<file path="src/rtl/sdi_pkg.sv">
package sdi_pkg;
    localparam int FRAME_W = 16;
    localparam int CNT_W   = $clog2(FRAME_W) + 1;
    localparam int NFLT    = 4;
    localparam int ID_W    = 3;
    localparam int VAL_W   = 8;

    // command field positions that the decoder depends on
    localparam int POS_CH  = 15;
    localparam int POS_OPH = 14;
    localparam int POS_OPL = 13;
    localparam int POS_FT  = 5;
    localparam int POS_IDH = 10;
    localparam int POS_IDL = 8;

    // latch bit order inside one channel
    localparam int FL_VSHT = 0;
    localparam int FL_OLSG = 1;
    localparam int FL_OTMP = 2;
    localparam int FL_COR  = 3;

    typedef enum logic [2:0] {
        ST_IDLE,
        ST_SHIFT,
        ST_FULL,
        ST_OVER,
        ST_COMMIT
    } fr_state_t;

    typedef enum logic [1:0] {
        OP_STATUS = 2'b00,
        OP_CONFIG = 2'b01,
        OP_REGRD  = 2'b10,
        OP_NOP    = 2'b11
    } op_t;
endpackage

</file>
<file path="src/rtl/sdi_sync.sv">
module sdi_sync (
    input  logic clk,
    input  logic rst_n,
    input  logic sck_i,
    input  logic csn_i,
    input  logic mosi_i,
    output logic sck_rise,
    output logic sck_fall,
    output logic csn_fall,
    output logic csn_rise,
    output logic csn_lvl,
    output logic mosi_lvl
);
    logic [1:0] sck_m, csn_m, mosi_m;
    logic       sck_d, csn_d;

    always_ff @(posedge clk or negedge rst_n) begin
        if (!rst_n) begin
            sck_m  <= 2'b00;
            csn_m  <= 2'b11;
            mosi_m <= 2'b00;
            sck_d  <= 1'b0;
            csn_d  <= 1'b1;
        end else begin
            sck_m  <= {sck_m[0], sck_i};
            csn_m  <= {csn_m[0], csn_i};
            mosi_m <= {mosi_m[0], mosi_i};
            sck_d  <= sck_m[1];
            csn_d  <= csn_m[1];
        end
    end

    assign sck_rise = sck_m[1] & ~sck_d;
    assign sck_fall = ~sck_m[1] & sck_d;
    assign csn_fall = ~csn_m[1] & csn_d;
    assign csn_rise = csn_m[1] & ~csn_d;
    assign csn_lvl  = csn_m[1];
    assign mosi_lvl = mosi_m[1];
endmodule

</file>
<file path="src/rtl/sdi_frame.sv">
module sdi_frame
    import sdi_pkg::*;
(
    input  logic               clk,
    input  logic               rst_n,
    input  logic               sck_rise,
    input  logic               sck_fall,
    input  logic               csn_fall,
    input  logic               csn_rise,
    input  logic               mosi_lvl,
    input  logic [FRAME_W-1:0] resp_word,
    output logic               load,
    output logic               commit,
    output logic               so_bit,
    output logic               cmd_ch,
    output logic [1:0]         cmd_op,
    output logic               cmd_ft,
    output logic [ID_W-1:0]    cmd_id
);
    localparam logic [CNT_W-1:0] LAST_CNT = CNT_W'(FRAME_W - 1);
    localparam logic [CNT_W-1:0] FULL_CNT = CNT_W'(FRAME_W);

    fr_state_t          state_q, state_d;
    logic [FRAME_W-1:0] rx_sr, tx_sr;
    logic [CNT_W-1:0]   bit_cnt;

    // state register
    always_ff @(posedge clk or negedge rst_n) begin
        if (!rst_n) state_q <= ST_IDLE;
        else        state_q <= state_d;
    end

    // next state
    always_comb begin
        state_d = state_q;
        unique case (state_q)
            ST_IDLE:   if (csn_fall) state_d = ST_SHIFT;
            ST_SHIFT: begin
                if (csn_rise)                             state_d = ST_IDLE;
                else if (sck_rise && bit_cnt == LAST_CNT) state_d = ST_FULL;
            end
            ST_FULL: begin
                if (csn_rise)      state_d = ST_COMMIT;
                else if (sck_rise) state_d = ST_OVER;
            end
            ST_OVER:   if (csn_rise) state_d = ST_IDLE;
            ST_COMMIT: state_d = ST_IDLE;
            default:   state_d = ST_IDLE;
        endcase
    end

    // outputs
    always_comb begin
        load   = (state_q == ST_IDLE) && csn_fall;
        commit = (state_q == ST_COMMIT);
        so_bit = tx_sr[FRAME_W-1];
        cmd_ch = rx_sr[POS_CH];
        cmd_op = rx_sr[POS_OPH:POS_OPL];
        cmd_ft = rx_sr[POS_FT];
        cmd_id = rx_sr[POS_IDH:POS_IDL];
    end

    // shifters and bit counter
    always_ff @(posedge clk or negedge rst_n) begin
        if (!rst_n) begin
            rx_sr   <= '0;
            tx_sr   <= '0;
            bit_cnt <= '0;
        end else begin
            if (load) begin
                tx_sr   <= resp_word;
                bit_cnt <= '0;
            end else begin
                if (state_q == ST_SHIFT && sck_rise) begin
                    rx_sr   <= {rx_sr[FRAME_W-2:0], mosi_lvl};
                    bit_cnt <= bit_cnt + 1'b1;
                end
                if (state_q != ST_IDLE && state_q != ST_COMMIT && sck_fall)
                    tx_sr <= {tx_sr[FRAME_W-2:0], 1'b0};
            end
        end
    end

    p_cnt_bound_r8: assert property (@(posedge clk) disable iff (!rst_n)
        (state_q == ST_SHIFT) |-> (bit_cnt < FULL_CNT));
    p_full_count_r3: assert property (@(posedge clk) disable iff (!rst_n)
        (state_q == ST_FULL) |-> (bit_cnt == FULL_CNT));
    p_commit_from_full_r8: assert property (@(posedge clk) disable iff (!rst_n)
        (state_q == ST_COMMIT) |-> ($past(state_q) == ST_FULL));
    p_commit_single_r8: assert property (@(posedge clk) disable iff (!rst_n)
        commit |=> !commit);
endmodule

</file>
<file path="src/rtl/sdi_fault_latch.sv">
module sdi_fault_latch #(
    parameter int NF = 4
) (
    input  logic          clk,
    input  logic          rst_n,
    input  logic [NF-1:0] raw,
    input  logic [NF-1:0] clr,
    output logic [NF-1:0] lat
);
    // an active level always wins over a clear in the same cycle
    always_ff @(posedge clk or negedge rst_n) begin
        if (!rst_n) lat <= '0;
        else        lat <= (lat & ~clr) | raw;
    end

    p_set_r5: assert property (@(posedge clk) disable iff (!rst_n)
        1'b1 |=> ((lat & $past(raw)) == $past(raw)));
    p_hold_r5: assert property (@(posedge clk) disable iff (!rst_n)
        1'b1 |=> ((($past(lat) & ~$past(clr)) & ~lat) == '0));
    p_no_spurious_r6: assert property (@(posedge clk) disable iff (!rst_n)
        1'b1 |=> ((lat & ~$past(lat) & ~$past(raw)) == '0));
endmodule

</file>
<file path="src/rtl/spi_diag_if.sv">
module spi_diag_if
    import sdi_pkg::*;
#(
    parameter int NCH = 2
) (
    input  logic             clk,
    input  logic             rst_n,
    input  logic             spi_sck,
    input  logic             spi_csn,
    input  logic             spi_mosi,
    output logic             spi_miso,
    output logic             spi_miso_oe,
    input  logic [NCH-1:0]   flt_vsht,
    input  logic [NCH-1:0]   flt_olsg,
    input  logic [NCH-1:0]   flt_otmp,
    input  logic [NCH-1:0]   flt_cor,
    output logic [NCH-1:0]   ft_en,
    output logic             rd_ch,
    output logic [ID_W-1:0]  rd_id,
    input  logic [VAL_W-1:0] rd_val
);
    localparam int CH_W = 1;  // channel field is one command bit

    logic sck_rise, sck_fall, csn_fall, csn_rise, csn_lvl, mosi_lvl;
    logic load, commit, so_bit;
    logic cmd_ch, cmd_ft;
    logic [1:0] cmd_op;
    logic [ID_W-1:0] cmd_id;
    logic [FRAME_W-1:0] resp_word;

    logic [NFLT-1:0] raw_c [NCH];
    logic [NFLT-1:0] clr_c [NCH];
    logic [NFLT-1:0] lat_c [NCH];

    logic [CH_W-1:0] pend_ch, snap_ch;
    op_t             pend_op;
    logic [NFLT-1:0] snap_mask, lat_p;
    logic [NCH-1:0]  ft_en_q;
    logic            rd_ch_q;
    logic [ID_W-1:0] rd_id_q;

    sdi_sync u_sync (
        .clk(clk), .rst_n(rst_n),
        .sck_i(spi_sck), .csn_i(spi_csn), .mosi_i(spi_mosi),
        .sck_rise(sck_rise), .sck_fall(sck_fall),
        .csn_fall(csn_fall), .csn_rise(csn_rise),
        .csn_lvl(csn_lvl), .mosi_lvl(mosi_lvl)
    );

    sdi_frame u_frame (
        .clk(clk), .rst_n(rst_n),
        .sck_rise(sck_rise), .sck_fall(sck_fall),
        .csn_fall(csn_fall), .csn_rise(csn_rise),
        .mosi_lvl(mosi_lvl), .resp_word(resp_word),
        .load(load), .commit(commit), .so_bit(so_bit),
        .cmd_ch(cmd_ch), .cmd_op(cmd_op), .cmd_ft(cmd_ft), .cmd_id(cmd_id)
    );

    for (genvar c = 0; c < NCH; c++) begin : g_ch
        assign raw_c[c] = {flt_cor[c], flt_otmp[c], flt_olsg[c], flt_vsht[c]};
        sdi_fault_latch #(.NF(NFLT)) u_lat (
            .clk(clk), .rst_n(rst_n),
            .raw(raw_c[c]), .clr(clr_c[c]), .lat(lat_c[c])
        );
    end

    // clear only what the completed reply carried
    always_comb begin
        for (int c = 0; c < NCH; c++)
            clr_c[c] = (commit && snap_ch == CH_W'(c)) ? snap_mask : '0;
    end

    // reply word for the frame about to start
    always_comb begin
        lat_p = lat_c[pend_ch];
        if (pend_op == OP_REGRD)
            resp_word = {pend_ch, OP_REGRD, 2'b00, rd_id_q, rd_val};
        else
            resp_word = {pend_ch, pend_op,
                         |{lat_p[FL_OLSG], lat_p[FL_VSHT], lat_p[FL_OTMP]},
                         lat_p[FL_COR], lat_p[FL_OLSG], lat_p[FL_VSHT],
                         lat_p[FL_OTMP], 8'h00};
    end

    always_ff @(posedge clk or negedge rst_n) begin
        if (!rst_n) begin
            pend_ch   <= '0;
            pend_op   <= OP_STATUS;
            snap_ch   <= '0;
            snap_mask <= '0;
            ft_en_q   <= '0;
            rd_ch_q   <= 1'b0;
            rd_id_q   <= '0;
        end else begin
            if (load) begin
                snap_ch   <= pend_ch;
                snap_mask <= (pend_op == OP_REGRD) ? '0 : lat_p;
            end
            if (commit) begin
                pend_ch <= cmd_ch;
                pend_op <= op_t'(cmd_op);
                if (op_t'(cmd_op) == OP_CONFIG)
                    ft_en_q[cmd_ch] <= cmd_ft;
                if (op_t'(cmd_op) == OP_REGRD) begin
                    rd_ch_q <= cmd_ch;
                    rd_id_q <= cmd_id;
                end
            end
        end
    end

    assign spi_miso    = so_bit;
    assign spi_miso_oe = ~csn_lvl;
    assign ft_en       = ft_en_q;
    assign rd_ch       = rd_ch_q;
    assign rd_id       = rd_id_q;

    p_oe_commit_r2: assert property (@(posedge clk) disable iff (!rst_n)
        commit |-> !spi_miso_oe);
    p_oe_load_r2: assert property (@(posedge clk) disable iff (!rst_n)
        load |-> spi_miso_oe);
    p_cfg_stable_r9: assert property (@(posedge clk) disable iff (!rst_n)
        !commit |=> $stable(ft_en_q));
    p_rd_stable_r10: assert property (@(posedge clk) disable iff (!rst_n)
        !commit |=> ($stable(rd_id_q) && $stable(rd_ch_q)));
    p_no_commit_clear_r8: assert property (@(posedge clk) disable iff (!rst_n)
        !commit |-> (clr_c[0] == '0));
endmodule

</file>
<file path="config.mk">
export PLATFORM = sky130hd
export DESIGN_NAME = spi_diag_if
export DESIGN_NICKNAME = d
export VERILOG_FILES = /design/src/rtl/sdi_pkg.sv /design/src/rtl/sdi_sync.sv /design/src/rtl/sdi_frame.sv /design/src/rtl/sdi_fault_latch.sv /design/src/rtl/spi_diag_if.sv
export SDC_FILE = /design/constraint.sdc
export NUM_CORES = 1
export LEC_CHECK = 0
export BUFFER_PORTS_ARGS = -buffer_cell sky130_fd_sc_hd__clkbuf_2
export CORE_ASPECT_RATIO = 1.75
export CORE_MARGIN = 4
export CORE_UTILIZATION = 55
export CTS_CLUSTER_SIZE = 30
export DETAILED_ROUTE_END_ITERATION = 12
export GPL_ROUTABILITY_DRIVEN = 0
export HOLD_SLACK_MARGIN = 0.1
export PLACE_DENSITY = 0.75
export SYNTH_ARGS = -nofsm -noshare
export SYNTH_HDL_FRONTEND = slang
export SYNTH_SLANG_ARGS = --single-unit
</file>
<file path="constraint.sdc">
create_clock -name clk -period 2.5 [get_ports clk]
set_clock_uncertainty 0.1 [all_clocks]
set_input_delay 0.25 -clock clk [delete_from_list [all_inputs] [get_ports clk]]
set_output_delay 0.25 -clock clk [all_outputs]
set_load 0.01 [all_outputs]
</file>
======== After elaboration in Yosys (flattened, before gate mapping) ========
Cells that the tools add are included.
storage, ports and cells
  register bits ........................... 70
  bits in latches ......................... 0
  RAM bits ................................ 0
  ROM bits ................................ 0
  input bits .............................. 21
  output and inout bits ................... 8
  word-level logic and storage cells ...... 90
  memories kept ........................... 0
cells by class
  add/subtract/negate cells ............... 1
  multiply operators ...................... 0
  div/mod/pow operators ................... 0
  magnitude comparators ................... 3
  eq/ne operators ......................... 13
  shift operators ......................... 0
  mux-type cells .......................... 21
  bitwise gates (word level) .............. 17
  reduce and logical (&&, ||, !) cells .... 17
operator list
  operator                                                         number
  16-bit 2-to-1 mux                                                2
  4-bit 2-to-1 mux                                                 6
  3-bit 2-to-1 mux                                                 6
  15-bit 2-to-1 mux                                                1
  3-bit one-hot mux with 4 select lines                            1
  5-bit 2-to-1 mux                                                 2
  4-bit bitwise AND                                                2
  1-bit logical AND                                                8
  4-bit inverter                                                   2
  4-bit OR                                                         2
  3-bit by 2-bit == test with 1-bit output, second input constant  2
  3-bit by 2-bit != test with 1-bit output, second input constant  2
  1-bit inverter                                                   6
  2-bit AND reduction                                              3
  5-bit by 1-bit adder with 5-bit output, second input constant    1
  5-bit by 4-bit == test with 1-bit output, second input constant  1
  1-bit bitwise AND                                                4
  2-bit == test, second input constant                             2
  4-bit AND reduction                                              1
  2-bit nonzero test                                               2
  3-bit by 1-bit == test with 1-bit output, second input constant  1
  3-bit == test, second input constant                             1
  3-bit zero test                                                  1
  3-bit != test, second input constant                             1
  12 further kinds                                                 12

======== Logic depth before layout (Yosys ltp) ========
Gate-level depths: netlist of the first run.
  depth after elaboration ................. 7
  depth in mapped cells ................... 7
  gate-level depth less buffers ........... 6

======== Cells and area by module ========
From an unflattened synthesis of the first run, not the netlist that was laid out.
unflattened totals
  cell total of the unflattened synthesis .. 236
  area total of the unflattened synthesis .. 3134.3 µm²
by module, submodules not included
  module           times used  cells each  area an instance (µm²)  sequential area each (µm²)
  sdi_frame        1           127         1765.4                  1001.0
  spi_diag_if      1           73          839.6                   350.3
  sdi_fault_latch  2           12          145.1                   100.1
  sdi_sync         1           12          239.0                   203.9

======== Least setup slack after synthesis of the first run ========
Ideal clock, no wire load.
  kind .................................... reg-to-reg
  start point ............................. register u_frame.state_q[0]
  end point ............................... register u_frame.tx_sr[12]
  arrival time ............................ 1.590 ns
  required time ........................... 2.324 ns
  path slack .............................. 0.734 ns
  stages on the path, launching flop included .. 5
  cells stage by stage .................... dfrtp_1 > buf_6 > or4_4 > or4_1 > o21ai_1
on the way
  word-level cells in the longest chain between the ends .. 4
  elaborated cells between the ends (all ways) .. 8
  classes of those cells .................. eq/ne: 1; mux: 1; reduce/logical: 6
RTL lines
  what                                                        line             text
  start, declared                                             sdi_frame.sv:23  fr_state_t state_q, state_d;
  start signal, assigned                                      sdi_frame.sv:30  else state_q <= state_d;
  3-bit != test / 3-bit nonzero test (equally long branches)  sdi_frame.sv:78  if (state_q != ST_IDLE && state_q != ST_COMMIT && sck_fall)
  1-bit logical AND (2 in series)                             sdi_frame.sv:78
  2-bit nonzero test (no line)                                -
  end signal, assigned                                        sdi_frame.sv:71  tx_sr <= resp_word;
  end signal, assigned                                        sdi_frame.sv:79  tx_sr <= {tx_sr[FRAME_W-2:0], 1'b0};
  end, declared                                               sdi_frame.sv:24  logic [FRAME_W-1:0] rx_sr, tx_sr;
Several ways; a longest one is shown, not always the timed one.
A chain may end at the register's enable or synchronous reset.

======== Worst setup path in the final report of the first run ========
Ends and elaborated chain as after synthesis.

==> results by group, run 1 <==
Timing
  • Slew @ Worst Pin: 0.829 ns
  • Fmax: 0.520 GHz
  • RSZ-0062 raised after global routing: false
  • Relative slew margins: 0.446
  • Sum Neg Setup Slack: 0 ns
  • Final setup viols: 0
  • Final period utilization: 0.769
  • Minimum clock period: 1.92 ns
  • Fin. Hold Viols: 0
  • Final Slew Violations: 0

Yosys
  • Post-synth ARST share: 1.00
  • Top_reg_cell synth: dfrtp_1
  • Sequential area share after synthesis: 0.600
  • Yosys warns: 0
  • Post-synthesis cell count: 235
  • EDFF count, synth: 0
  • Post-synthesis register bit count: 70
  • Synthesized area: 2920 um^2
  • Synth unique cells: 36
  • Synthesized area per cell: 12.4 um^2
  • Post-Syn Nets: 258

Worst setup path
  • Critical Path Max Stage Delay: 0.65 ns
  • Crit path launch: u_frame.state_q[0]
  • Worst path slowest cell: or4_4
  • Crit path launch type: flip-flop
  • Crit path cell chain: or4_4 -> or4_1 -> o21ai_1
  • Critical R2R Capture: u_frame.tx_sr[12]
  • Worst r2r path cells: 3
  • WP data required: 2.66 ns
  • Critical path class: reg -> reg
  • CP top delay family: simple AND/OR/NAND/NOR gates
  • Worst setup path endpoint: u_frame.tx_sr[12]
  • WP data arrival: 2.09 ns
  • Worst-path fanout max: 12
  • R2R Setup Slk: 0.58 ns
  • CP Depth: 3
  • Worst Path Buf+Inv: 0
  • CP Capture Type: flip-flop
  • R2r startpoint: u_frame.state_q[0]

Floorplan
  • Ports: 29
  • Die X: 63.1 um
  • Die area: 6590 um^2
  • Die Y: 104 um
  • Total core area: 5060 um^2
  • Num rows: 34
  • Initial Util: 0.578

Global route
  • Largest net degree at the start of global routing: 71
  • GRT Overall Usage: 0.172
  • Initial antenna violation count: 0
  • Vias in the first global route: 2018
  • Met1 Use GR: 0.195
  • Global route overflow: 0
  • M3 GR Usage: 0.0519
  • Met2 Resource Use GR: 0.299
  • GRT busiest layer: met2
  • First-pass GRT wire length: 8960 um

Routing
  • Vias per Instance: 5.51
  • Post-route ant nets: 0
  • Initial DRC count: 75
  • Drc violations: 0
  • Final WL: 4930 um
  • DR pass1 iterations: 4
  • DR WL/cell: 14.3 um
  • Total number of vias: 1894

Pwr
  • Clock power share: 0.366
  • Leak: 1.59 nW
  • Total power: 2.42 mW
  • Switching pwr: 565 uW
  • Sw frac: 0.234
  • Max VDD drop: 584 uV
  • Pwr Density: 687 nW/um^2
  • Comb power frac: 0.094
  • Sequential share of power: 0.541
  • Internal: 1.85 mW

Cells and area
  • Antenna Cells: 0
  • Layout cell share with drive strength beyond 1: 0.276
  • Synth-to-Final Area Change: 20.3%
  • Final nets: 308

Flow run
  • MaxCap Viol Count: 0

CTS
  • H-tree lvl count: 3
  • Worst skew pair latency: 0.33 ns
  • Clock buffer depth: 2
  • Worst-path clk slew: 0.07 ns
  • CTS Buf Count: 9
  • Root buffer cell: clkbuf_8
  • CTS Sinks: 70
  • CTS tree: done
  • Postcts setup bufs: 0

Status
  • Outcome: finished, final reports clean

Placement
  • IO buf count: 28
  • HPWL Detailed: 3490 um

Hold path
  • Path type of the worst min-delay path: in -> reg
## repair_timing
action,4_1_cts,5_1_grt
hold endpoints to repair,85,0
hold buffers,19,0
gates resized for setup,0,0
setup endpoints to repair,0,0
## worst min-delay path: stages
cell and delay (ns):
clkbuf_2 0.07, and3_1 0.14, a221o_1 0.10
## cell usage after synthesis, types with 2 or more instances
library cell  number  share of area
nand2b_1           4         0.0086
nor2_1             7         0.0090
buf_2              5         0.0086
nor3b_1            2         0.0051
mux2i_1           19          0.065
inv_1              4         0.0051
a221o_1            2         0.0068
mux2_2            26           0.10
o21ai_0           16          0.027
a21o_1             9          0.023
xor2_1             2         0.0060
nand4_1            2         0.0043
dfrtp_1           67           0.57
ha_1               2         0.0086
nor4_1             3         0.0064
dfstp_2            3          0.027
nor3_1             2         0.0034
nor2b_1            3         0.0064
o31ai_1            3         0.0077
clkbuf_1           6         0.0077
nand2_1           15          0.019
nand3_1           16          0.027
and3_1             4         0.0086
## layout make-up
class,count,area (um^2)
inverters,4,15.0
multi-input cells,148,1100
repair buffers,52,380
clock inverters,5,58.8
well taps,54,67.6
clock buffers,11,141
fillers,375,1550
flip-flops and latches,70,1760
## metal layers
metal,wire (um),share of wire
met2,2630,0.53
met3,137,0.028
met1,2090,0.42
met5,0,0
met4,76,0.015
## worst min-delay path by stage
stage / end / start / cells past startpoint
2_1_floorplan: ft_en[0] / rst_n / 0
3_3_place_gp: g_ch[1].u_lat.lat[3] / rst_n / 2
3_5_place_dp: g_ch[1].u_lat.lat[3] / rst_n / 2
4_1_cts: u_frame.tx_sr[1] / rd_val[1] / 3
5_1_grt: u_frame.tx_sr[1] / rd_val[1] / 3
6_report: u_frame.tx_sr[1] / rd_val[1] / 3
## kinds of logic (layout without fill, tap and decap cells)
group                      after synthesis  in the layout  share of synthesized area
DFF                                     70             70                      0.600
and+or+nand+nor                         65             65                      0.119
muxes                                   45             45                      0.165
AOI/OAI and AO/OA                       34             34                     0.0732
buffers and inverters                   17             72                     0.0278
adders and majority gates                2              2                    0.00856
xor gates and xnor gates                 2              2                    0.00599
## state kept, by name, summed over array words and instances (netlist names)
name and cells:
ft_en 2, g_ch.u_lat.lat 8, pend_ch 1, pend_op 2, rd_ch 1, rd_id 3, snap_ch 1, snap_mask 4
u_frame.bit_cnt 5, u_frame.rx_sr 16, u_frame.state_q 3, u_frame.tx_sr 16, u_sync.csn_d 1, u_sync.csn_m 2, u_sync.mosi_m 2, u_sync.sck_d 1
u_sync.sck_m 2
## through the flow
| stage | hold slack [ns] | util | std cells | setup slack [ns] | area [um^2] |
|---|---|---|---|---|---|
| after floorplan | -0.146 | - | 235 | 0.734 | 2920 |
| after global placement | 0.198 | 0.618 | 309 | 0.602 | 3130 |
| after detailed placement | 0.198 | 0.618 | 309 | 0.594 | 3130 |
| after CTS | 0.155 | 0.695 | 344 | 0.574 | 3520 |
| after global routing | 0.159 | 0.695 | 344 | 0.471 | 3520 |
| final | 0.160 | 0.695 | 344 | 0.578 | 3520 |
## cell usage in the layout, fill, tap and decap left out, types with 2 or more instances in the layout
master         Yosys  final
a21o_1             9      9
a221o_1            2      2
and3_1             4      4
buf_4              1      4
clkbuf_2           0     27
clkbuf_8           0     10
clkinvlp_4         0      2
dfrtp_1           67     67
dfstp_2            3      3
dlygate4sd3_1      0     19
ha_1               2      2
inv_1              4      4
mux2_2            26     26
mux2i_1           19     19
nand2_1           15     15
nand2b_1           4      4
nand3_1           16     16
nand4_1            2      2
nor2_1             7      7
nor2b_1            3      3
nor3_1             2      2
nor4_1             3      2
o21ai_0           16     16
o31ai_1            3      3
xor2_1             2      2
## power by group through the flow
stage          Sequential (mW)  Clock [mW]  Combinational [mW]
3_5_place_dp              1.33           0               0.207
6_report                  1.31       0.884               0.226
2_1_floorplan             1.30           0               0.151
5_1_grt                   1.32       0.961               0.257
4_1_cts                   1.31       0.916               0.231
3_3_place_gp              1.32           0               0.201
No activity file was read; power rests on OpenSTA's default activity.
==> run 2: changes to the inputs <==
- clock period: 2.5 -> 2 ns (I/O delays scaled with it)
==> results by group, run 2 (synthesized netlist as in run 1, its figures left out) <==
Pwr
  • Leak: 1.64 nW
  • Pwr Density: 831 nW/um^2
  • Comb power frac: 0.103
  • Switching pwr: 712 uW
  • Internal: 2.26 mW
  • Clock power share: 0.349
  • Sequential share of power: 0.547
  • Sw frac: 0.240
  • Max VDD drop: 655 uV

Timing
  • Slew @ Worst Pin: 0.535 ns
  • Final Slew Violations: 0
  • Fin. Hold Viols: 0
  • Final period utilization: 0.929
  • Fmax: 0.538 GHz
  • Final setup viols: 0
  • Hold WS: 0.253 ns
  • Minimum clock period: 1.86 ns
  • RSZ-0062 raised after global routing: false
  • Relative slew margins: 0.638
  • Sum Neg Setup Slack: 0 ns

Global route
  • GRT busiest layer: met2
  • Met1 Use GR: 0.201
  • Vias in the first global route: 2028
  • Largest net degree at the start of global routing: 71
  • Global route overflow: 0
  • GRT Overall Usage: 0.184
  • First-pass GRT wire length: 9310 um
  • M3 GR Usage: 0.0508
  • Initial antenna violation count: 0
  • Met2 Resource Use GR: 0.310

Worst setup path
  • Worst-path fanout max: 3
  • CP top delay family: simple AND/OR/NAND/NOR gates
  • CP Depth: 4
  • Crit path launch type: flip-flop
  • R2R Setup Slk: 0.14 ns
  • Worst path slowest cell: or4_1
  • WP data arrival: 2.03 ns
  • WP data required: 2.17 ns
  • Crit path launch: u_sync.csn_d
  • Worst Path Buf+Inv: 0
  • R2r startpoint: u_sync.csn_d
  • Critical path class: reg -> reg
  • Critical Path Max Stage Delay: 0.55 ns
  • Critical R2R Capture: u_frame.tx_sr[12]
  • Worst r2r path cells: 4
  • Crit path cell chain: nand2b_1 -> or4_4 -> or4_1 -> o21ai_1
  • CP Capture Type: flip-flop

Cells and area
  • Layout cell share with drive strength beyond 1: 0.295
  • Commonest non-fill, non-tap cell in the layout: dfrtp_1
  • Antenna Cells: 0
  • Area of the multi-input gates: 1100 um^2
  • Final instance area: 3580 um^2
  • Synth-to-Final Area Change: 22.3%
  • Fillers: 368
  • Register Area: 1760 um^2
  • Top Registers: u_frame.rx_sr (16), u_frame.tx_sr (16), g_ch.u_lat.lat (8)
  • Most frequent cells in the layout: dfrtp_1, clkbuf_2, mux2_2, dlygate4sd3_1, mux2i_1
  • Final nets: 316

Placement
  • IO buf count: 28
  • DP Area: 3190 um^2
  • HPWL Detailed: 3700 um

CTS
  • Clock buffer depth: 2
  • CTS Sinks: 70
  • Worst-path clk slew: 0.07 ns
  • CTS Buf Count: 9
  • H-tree lvl count: 3
  • CTS tree: done
  • Root buffer cell: clkbuf_8
  • Worst skew pair latency: 0.34 ns

Routing
  • DR pass1 iterations: 5
  • Final WL: 5420 um
  • Post-route ant nets: 0
  • Total number of vias: 1936
  • DR WL/cell: 15.4 um
  • Initial DRC count: 77
  • Drc violations: 0
  • Vias per Instance: 5.50

Floorplan
  • Initial Util: 0.578
  • Die Y: 104 um
  • Die area: 6590 um^2
  • Die X: 63.1 um
  • Num rows: 34
  • Ports: 29
  • Total core area: 5060 um^2

Hold path
  • Path type of the worst min-delay path: reg -> reg
  • HP Start: u_sync.sck_m[0]
  • Hold worst-path end: u_sync.sck_m[1]
  • Hold Crit Depth: 0

Flow run
  • MaxCap Viol Count: 0

Status
  • Outcome: finished, final reports clean
[run 2: cell types whose count changed in the layout (fill, tap and decap cells not counted)]
cell           delta
buf_4             +6
clkinv_2          +3
clkbuf_8          +2
clkinvlp_4        -2
buf_12            +1
bufinv_16         -1
clkbuf_1          -1
clkinv_4          -1
dlygate4sd3_1     +1
[run 2: through the flow]
stage          utilization  worst slack, ns  total power [mW]  cells
2_1_floorplan            -            0.234              1.82    235
3_3_place_gp         0.630            0.203              1.92    316
3_5_place_dp         0.630            0.173              1.94    316
4_1_cts              0.707            0.134              3.00    352
5_1_grt              0.707            0.115              3.12    352
6_report             0.707            0.142              2.97    352
[run 2: layout make-up]
class                      count  area share
timing repair buffer          60       0.127
sequential                    70       0.491
inverter                       4     0.00420
tap                           54      0.0189
clock inverter                 4     0.00560
clock buffer                  12      0.0462
multi-input combinational    148       0.307
[run 2: per-layer routing]
| metal | share of wire | routed length [um] |
|---|---|---|
| met2 | 0.54 | 2950 |
| met5 | 0 | 0 |
| met1 | 0.40 | 2160 |
| met4 | 0.030 | 163 |
| met3 | 0.026 | 142 |
[run 2: repair_timing]
action                     CTS  global route
setup endpoints to repair    0             0
hold endpoints to repair    89             0
hold buffers                20             0
gates resized for setup      0             0
buffers inserted             0             0
[run 2: power groups by stage]
stage / Sequential (mW) / Clock, mW / Combinational, mW
4_1_cts: 1.63 / 1.06 / 0.313
3_5_place_dp: 1.65 / 0 / 0.281
5_1_grt: 1.65 / 1.13 / 0.347
3_3_place_gp: 1.65 / 0 / 0.274
2_1_floorplan: 1.63 / 0 / 0.189
6_report: 1.63 / 1.04 / 0.307
[run 2: worst register-to-register path: stages, from the launching register on]
cell and delay [ns]:
dfstp_2 0.53, nand2b_1 0.09, or4_4 0.43, or4_1 0.55, o21ai_1 0.09
[run 2: worst max-delay path by stage]
stage | endpoint | slack, ns
global placement | u_frame.tx_sr[12] | 0.20
finish | u_frame.tx_sr[12] | 0.14
global route | ft_en[0] | 0.12
CTS | u_frame.tx_sr[12] | 0.13
floorplan | u_frame.tx_sr[12] | 0.23
detailed placement | u_frame.tx_sr[12] | 0.17
==> run 3: changes to the inputs <==
- clock period: 2 -> 2.1 ns (I/O delays scaled with it)
==> results by group, run 3 (synthesized netlist as in run 1, its figures left out) <==
Status
  • Outcome: finished, final reports clean

Cells and area
  • Util after Layout: 0.709
  • Antenna Cells: 0
  • Synth-to-Final Area Change: 22.8%
  • Layout cell share with drive strength beyond 1: 0.283
  • Most frequent cells in the layout: dfrtp_1, clkbuf_2, mux2_2, mux2i_1, dlygate4sd3_1
  • Commonest non-fill, non-tap cell in the layout: dfrtp_1
  • Top Registers: u_frame.rx_sr (16), u_frame.tx_sr (16), g_ch.u_lat.lat (8)
  • Final nets: 311
  • Fillers: 361

CTS
  • CTS Sinks: 70
  • CTS resizes: 0
  • Root buffer cell: clkbuf_8
  • Clock buffer depth: 2
  • Hold_buf cts: 19
  • H-tree lvl count: 3
  • Postcts setup bufs: 0
  • CTS Buf Count: 9
  • Worst skew pair latency: 0.35 ns
  • Worst-path clk slew: 0.07 ns
  • CTS tree: done

Hold path
  • Path type of the worst min-delay path: in -> reg

Floorplan
  • Die X: 63.1 um
  • Ports: 29
  • Total core area: 5060 um^2
  • Die Y: 104 um
  • Die area: 6590 um^2
  • Num rows: 34
  • Initial Util: 0.578

Global route
  • Initial antenna violation count: 0
  • Global route overflow: 0
  • First-pass GRT wire length: 9580 um
  • Largest net degree at the start of global routing: 50
  • Vias in the first global route: 2049
  • GRT Overall Usage: 0.189

Routing
  • DR WL/cell: 15.5 um
  • Drc violations: 0
  • Vias per Instance: 5.52
  • Post-route ant nets: 0
  • Total number of vias: 1917
  • Final WL: 5370 um
  • Initial DRC count: 89
  • DR pass1 iterations: 4

Pwr
  • Pwr Density: 868 nW/um^2
  • Max VDD drop: 561 uV
  • Leak: 1.63 nW

Timing
  • Final setup viols: 0
  • Slew @ Worst Pin: 0.533 ns
  • Fin. Hold Viols: 0
  • Minimum clock period: 1.86 ns
  • Relative slew margins: 0.640
  • RSZ-0062 raised after global routing: false
  • Final period utilization: 0.886
  • Sum Neg Setup Slack: 0 ns
  • Fmax: 0.537 GHz
  • Final Slew Violations: 0

Worst setup path
  • WP data required: 2.23 ns
  • Critical Path Max Stage Delay: 0.49 ns
  • Crit path cell chain: nor3b_1 -> buf_4 -> nor4bb_1 -> mux2_2
  • Worst-path fanout max: 11
  • CP Capture Type: flip-flop
  • Critical path class: reg -> reg
  • Crit path launch type: flip-flop
  • Worst path slowest cell: dfrtp_1
  • WP data arrival: 1.99 ns
  • CP top delay family: simple AND/OR/NAND/NOR gates
  • Worst Path Buf+Inv: 1

Placement
  • HPWL Detailed: 3670 um
  • IO buf count: 28

Flow run
  • MaxCap Viol Count: 0
==> run 3: cell types whose count changed in the layout (fill, tap and decap cells not counted), sizes merged <==
cell,before,now
buf,13,9
clkinv,4,2
dlygate4sd3,20,19
bufinv,0,3
clkinvlp,0,1
clkbuf,39,37
==> run 3: area by class of cell <==
class	instances	area, um^2	area share
inverters	4	15.0	0.00418
clock inverters	6	111	0.0310
multi-input cells	148	1100	0.306
flip-flops and latches	70	1760	0.489
repair buffers	55	415	0.116
clock buffers	10	128	0.0355
well taps	54	67.6	0.0188
==> run 3: worst register-to-register path: stages (launching register included) <==
cell      delay, ns
dfrtp_1        0.49
nor3b_1        0.24
buf_4          0.21
nor4bb_1       0.34
mux2_2         0.37
==> run 3: path summary, 6_finish.rpt <==
path / from / to / slack, ns / depth (start not counted)
max: u_frame.state_q[0] / ft_en[0] / 0.24 / 4
min: rd_val[1] / u_frame.tx_sr[1] / 0.12 / 3
max reg2reg: u_frame.state_q[0] / ft_en[0] / 0.24 / 4
min reg2reg: u_sync.mosi_m[0] / u_sync.mosi_m[1] / 0.25 / 0
max in group asynchronous: rst_n / u_sync.csn_m[0] / 0.95 / 3
min in group asynchronous: rst_n / g_ch[0].u_lat.lat[1] / 0.26 / 2
==> run 3: power breakdown <==
group          switching (mW)  internal (mW)  leakage [nW]
Sequential             0.0805           1.47         0.874
Clock                   0.493          0.789         0.116
Combinational           0.125          0.154         0.637
==> run 3: layer usage <==
layer / routed length [um] / share of wire / GRT usage / vias to the layer above
met2: 2850 / 0.53 / 0.314 / 27
li1: - / - / - / 949
met4: 132 / 0.025 / 0.0869 / 0
met3: 143 / 0.027 / 0.0519 / 12
met5: 0 / 0 / 0 / -
met1: 2250 / 0.42 / 0.224 / 929
==> run 3: metrics by stage <==
stage / hold WS [ns] / instances / power [mW] / cell area, um^2 / worst slack, ns
final: 0.120 / 347 / 3.12 / 3590 / 0.239
after global routing: 0.116 / 347 / 3.27 / 3590 / 0.0905
after CTS: 0.108 / 347 / 3.15 / 3590 / 0.234
after detailed placement: 0.113 / 312 / 1.84 / 3160 / 0.224
after global placement: 0.103 / 312 / 1.82 / 3160 / 0.272
after floorplan: -0.186 / 235 / 1.73 / 2920 / 0.334
